<file path="config.mk">
export PLATFORM = sky130hd
export DESIGN_NAME = mdm_line_irq
export DESIGN_NICKNAME = d
export VERILOG_FILES = /design/src/rtl/mdm_pkg.sv /design/src/rtl/mdm_sync.sv /design/src/rtl/mdm_edge.sv /design/src/rtl/mdm_regs.sv /design/src/rtl/mdm_line_irq.sv
export SDC_FILE = /design/constraint.sdc
export NUM_CORES = 1
export LEC_CHECK = 0
export ABC_AREA = 1
export BUFFER_PORTS_ARGS = -buffer_cell sky130_fd_sc_hd__buf_2
export CORE_UTILIZATION = 43
export DETAILED_ROUTE_END_ITERATION = 8
export HOLD_SLACK_MARGIN = 0.12
export PLACE_DENSITY_LB_ADDON = 0.08
export SLEW_MARGIN = 20
export SYNTH_ARGS = -nofsm -noshare
export SYNTH_HDL_FRONTEND = slang
export SYNTH_HIERARCHICAL = 1
export SYNTH_SLANG_ARGS = --single-unit
</file>
<file path="constraint.sdc">
create_clock -name clk -period 3 [get_ports clk]
set_input_delay 0.45 -clock clk [delete_from_list [all_inputs] [get_ports clk]]
set_output_delay 0.45 -clock clk [all_outputs]
set_load 0.01 [all_outputs]
</file>
<file path="src/rtl/mdm_pkg.sv">
package mdm_pkg;
    localparam int DATA_W     = 16;
    localparam int ADDR_W     = 2;
    localparam int LINES      = 4;
    localparam int EDGE_LINES = 2;

    localparam int LVL_LSB    = 0;
    localparam int EN_LSB     = LVL_LSB + LINES;
    localparam int ANY_LSB    = EN_LSB + EDGE_LINES;
    localparam int STAT_LSB   = ANY_LSB + EDGE_LINES;

    typedef enum logic [ADDR_W-1:0] {
        SEL_LINE  = 2'd0,
        SEL_MODEM = 2'd1,
        SEL_IRQ   = 2'd2,
        SEL_NONE  = 2'd3
    } reg_sel_e;

    typedef struct packed {
        logic loopback;
        logic rts_set;
        logic dtr_set;
    } line_ctl_t;

    typedef struct packed {
        logic [EDGE_LINES-1:0] any_edge;
        logic [EDGE_LINES-1:0] line_en;
    } edge_cfg_t;

    function automatic logic edge_hit(input logic cur, input logic prev, input logic any);
        return any ? (cur ^ prev) : (cur & ~prev);
    endfunction

    function automatic logic [DATA_W-1:0] pack_modem(
        input logic [LINES-1:0]      lvl,
        input edge_cfg_t             cfg,
        input logic [EDGE_LINES-1:0] pend
    );
        logic [DATA_W-1:0] w;
        w = '0;
        w[LVL_LSB  +: LINES]      = lvl;
        w[EN_LSB   +: EDGE_LINES] = cfg.line_en;
        w[ANY_LSB  +: EDGE_LINES] = cfg.any_edge;
        w[STAT_LSB +: EDGE_LINES] = pend;
        return w;
    endfunction
endpackage

</file>
<file path="src/rtl/mdm_sync.sv">
module mdm_sync #(
    parameter int WIDTH  = 4,
    parameter int STAGES = 2
) (
    input  logic             clk,
    input  logic             rst,
    input  logic [WIDTH-1:0] async_in,
    output logic [WIDTH-1:0] sync_out
);
    logic [STAGES-1:0][WIDTH-1:0] chain;

    always_ff @(posedge clk) begin
        if (rst) begin
            chain <= '0;
        end else begin
            chain[0] <= async_in;
            for (int i = 1; i < STAGES; i++) begin
                chain[i] <= chain[i-1];
            end
        end
    end

    assign sync_out = chain[STAGES-1];
endmodule

</file>
<file path="src/rtl/mdm_edge.sv">
module mdm_edge
    import mdm_pkg::*;
(
    input  logic clk,
    input  logic rst,
    input  logic level,
    input  logic any_edge,
    input  logic clear,
    output logic hit,
    output logic pending
);
    logic prev_q;

    always_ff @(posedge clk) begin
        if (rst) prev_q <= 1'b0;
        else     prev_q <= level;
    end

    assign hit = edge_hit(level, prev_q, any_edge);

    // a same-cycle edge wins over the clearing read
    always_ff @(posedge clk) begin
        if (rst) pending <= 1'b0;
        else     pending <= (pending & ~clear) | hit;
    end
endmodule

</file>
<file path="src/rtl/mdm_regs.sv">
module mdm_regs
    import mdm_pkg::*;
(
    input  logic                  clk,
    input  logic                  rst,
    input  logic                  wr,
    input  logic                  rd,
    input  logic [ADDR_W-1:0]     addr,
    input  logic [DATA_W-1:0]     wdata,
    input  logic [LINES-1:0]      levels,
    input  logic [EDGE_LINES-1:0] pending,
    input  logic                  src_active,
    output line_ctl_t             ctl,
    output edge_cfg_t             cfg,
    output logic                  ext_en,
    output logic                  clear_pend,
    output logic [DATA_W-1:0]     rdata
);
    localparam int CTL_W = $bits(line_ctl_t);

    reg_sel_e sel;
    assign sel        = reg_sel_e'(addr);
    assign clear_pend = rd && (sel == SEL_MODEM);

    always_ff @(posedge clk) begin
        if (rst) begin
            ctl    <= '0;
            cfg    <= '0;
            ext_en <= 1'b0;
        end else if (wr) begin
            case (sel)
                SEL_LINE:  ctl <= line_ctl_t'(wdata[CTL_W-1:0]);
                SEL_MODEM: begin
                    cfg.line_en  <= wdata[EN_LSB  +: EDGE_LINES];
                    cfg.any_edge <= wdata[ANY_LSB +: EDGE_LINES];
                end
                SEL_IRQ:   ext_en <= wdata[0];
                default:   ;
            endcase
        end
    end

    always_ff @(posedge clk) begin
        if (rst) begin
            rdata <= '0;
        end else if (rd) begin
            case (sel)
                SEL_LINE:  rdata <= {{(DATA_W-CTL_W){1'b0}}, ctl};
                SEL_MODEM: rdata <= pack_modem(levels, cfg, pending);
                SEL_IRQ:   rdata <= {{(DATA_W-2){1'b0}}, src_active, ext_en};
                default:   rdata <= '0;
            endcase
        end
    end
endmodule

</file>
<file path="src/rtl/mdm_line_irq.sv">
module mdm_line_irq
    import mdm_pkg::*;
#(
    parameter int SYNC_STAGES = 2
) (
    input  logic              clk,
    input  logic              rst,
    input  logic              reg_wr,
    input  logic              reg_rd,
    input  logic [ADDR_W-1:0] reg_addr,
    input  logic [DATA_W-1:0] reg_wdata,
    output logic [DATA_W-1:0] reg_rdata,
    input  logic              cts_in,
    input  logic              dcd_in,
    input  logic              ri_in,
    input  logic              dsr_in,
    output logic              dtr_out,
    output logic              rts_out,
    input  logic              tx_bit,
    output logic              tx_pin,
    input  logic              rx_pin,
    output logic              rx_bit,
    output logic              ext_irq
);
    logic [LINES-1:0]      levels;
    logic [EDGE_LINES-1:0] edge_pend;
    logic [EDGE_LINES-1:0] edge_hit_w;
    logic                  clear_pend;
    logic                  src_active;
    logic                  ext_en;
    line_ctl_t             ctl;
    edge_cfg_t             cfg;

    mdm_sync #(.WIDTH(LINES), .STAGES(SYNC_STAGES)) u_sync (
        .clk      (clk),
        .rst      (rst),
        .async_in ({dsr_in, ri_in, dcd_in, cts_in}),
        .sync_out (levels)
    );

    for (genvar g = 0; g < EDGE_LINES; g++) begin : g_edge
        mdm_edge u_edge (
            .clk      (clk),
            .rst      (rst),
            .level    (levels[g]),
            .any_edge (cfg.any_edge[g]),
            .clear    (clear_pend),
            .hit      (edge_hit_w[g]),
            .pending  (edge_pend[g])
        );
    end

    assign src_active = |(edge_pend & cfg.line_en);
    assign ext_irq    = ext_en & src_active;

    mdm_regs u_regs (
        .clk        (clk),
        .rst        (rst),
        .wr         (reg_wr),
        .rd         (reg_rd),
        .addr       (reg_addr),
        .wdata      (reg_wdata),
        .levels     (levels),
        .pending    (edge_pend),
        .src_active (src_active),
        .ctl        (ctl),
        .cfg        (cfg),
        .ext_en     (ext_en),
        .clear_pend (clear_pend),
        .rdata      (reg_rdata)
    );

    assign dtr_out = ~ctl.dtr_set;
    assign rts_out = ~ctl.rts_set;
    assign tx_pin  = ctl.loopback ? 1'b1   : tx_bit;
    assign rx_bit  = ctl.loopback ? tx_bit : rx_pin;
endmodule

</file>
==> run summary <==
WL/cell: 10.3 um
DR pass1 iterations: 4
Commonest non-fill, non-tap cell in the layout: nand2_1
PwrDens: 491 nW/um^2
Number of buffers added on ports: 33
Final setup violating endpoints: 0
Placed Cells: 218
Synth-to-Final Area Change: 12.0%
Post-CTS setup repair buffer count: 0
Layout cells sized above 1: 23.7%
GRT Total Usage: 16.5%
Outcome: completed
Startpoint Class: flip-flop
VDD IR max: 361 uV
Clk buf depth: 2
Skew final: 0.00383 ns
Setup ws final: 1.47 ns
Post-Syn Area: 1280 um^2
CTS resizes: 0
Ports: 49
Dpl ws: 1.67 ns
Largest net degree at the start of global routing: 31
Number of global-route vias before repair: 903
CP max-delay cell: dfxtp_1
Commonest cells after routing, fill and taps aside: nand2_1 (42), buf_2 (33), dfxtp_1 (30), inv_1 (21), a21oi_1 (18)
Routed wire length: 2320 um
DRC viols: 0
Clk_lat worst skew: 0.33 ns
Diodes inserted: 0
Clock Root Buffer: clkbuf_4
Final Critical Period: 1.53 ns
CTS buffer count: 5
CTS tree: done
Hold Path Class: input pin to flip-flop
# hold bufs at CTS: 0
Nets: 224
Design area: 1430 um^2
Non-Filler Instances: 225
Via/cell ratio: 4.57
CP arrival: 1.08 ns
Chip width: 56.6 um
Gr ovfl total: 0
Post-route total power: 705 uW
RSZ-0062 raised after global routing: no
Final Max Slew Viols: 0
Worst endpoint required time: 2.55 ns
Max stage delay on crit path: 0.37 ns
Die area: 3200 um^2
Setup TNS: 0 ns
Initial DRC Count: 23
CP max FO: 3
Area post-placement: 1390 um^2
Cells after Synth: 165
Die Span Y: 56.6 um
CP Cell Sequence: nand2_1 > a21oi_1 > buf_2
Crit share post-route: 51.2%
Max_slew headroom: 64.3%
Leakage: 0.000650 uW
Core ar.: 2780 um^2
Starting Density: 46.0%
First-pass GRT wire length: 3940 um
ANT nets after route: 0
Row count: 19
CP Class: flip-flop to primary output
Post-DP HPWL: 1740 um
Hold Fails Final Rpt: 0
DR vias: 1029
Fmax: 652 MHz
Gpl congestion: 0.776
Crit. End Element: primary output
Least-Margin Pin Slew: 0.536 ns
Initial antenna violation count: 0
CTS Sinks: 30
H-tree depth: 2
Syn Area/Cell: 7.76 um^2
CTS clk-pin slew, worst paths: 0.09 ns
Synth warn: 6
Max Cap Viol: 0
==> area by class of cell <==
class	instances	area (um^2)
fill	281	1350
sequential	30	601
multi-input combinational	102	497
timing repair buffer	33	165
inverter	22	85.1
tap	31	38.8
clock buffer	5	37.5
clock inverter	2	10.0
==> state kept, by name, indices dropped and copies added (netlist names) <==
| register | flops |
|---|---|
| u_regs/ext_en | 1 |
| u_regs/ctl | 3 |
| u_regs/cfg | 4 |
| u_sync/chain | 4 |
| g_edge.u_edge/prev_q | 2 |
| u_sync/sync_out | 4 |
| u_regs/rdata | 10 |
| g_edge.u_edge/pending | 2 |
==> report_power, final <==
part,switching [uW],leakage [uW],internal [uW]
clock,136,0.0000308,84.0
sequential,7.39,0.000245,410
combinational,42.0,0.000375,24.5
==> routing by layer <==
| layer | track usage [%] | vias up | share of wire (%) |
|---|---|---|---|
| li1 | - | 555 | - |
| met1 | 19.8 | 443 | 47 |
| met2 | 25.4 | 27 | 46 |
| met3 | 7.83 | 4 | 5.8 |
| met4 | 6.27 | 0 | 1.3 |
| met5 | 0 | - | 0 |
==> worst paths after layout <==
check                                               from            endpoint  slack [ns]  cells after the start
worst min-delay path                              cts_in     u_sync/chain[0]        0.32                      3
worst min register to register           u_sync/chain[0]  u_sync/sync_out[0]        0.41                      2
worst max-delay path            g_edge[0].u_edge/pending             ext_irq        1.47                      3
worst max register to register  g_edge[1].u_edge/pending     u_regs/rdata[1]        2.00                      6
==> through the flow <==
step	util (%)	hold WS, ns
CTS	51.6	0.308
floorplan	-	0.388
global placement	49.8	0.390
finish	51.6	0.315
detailed placement	49.8	0.395
global route	51.6	0.301
==> worst max-delay path, delay by kind of cell, from the launching register on <==
kind / cells / cell delay (ns)
buf+inv: 1 / 0.14
flops: 1 / 0.37
simple gates: 1 / 0.09
compound gates: 1 / 0.15
Note: power is estimated with default switching activity, not from simulation.
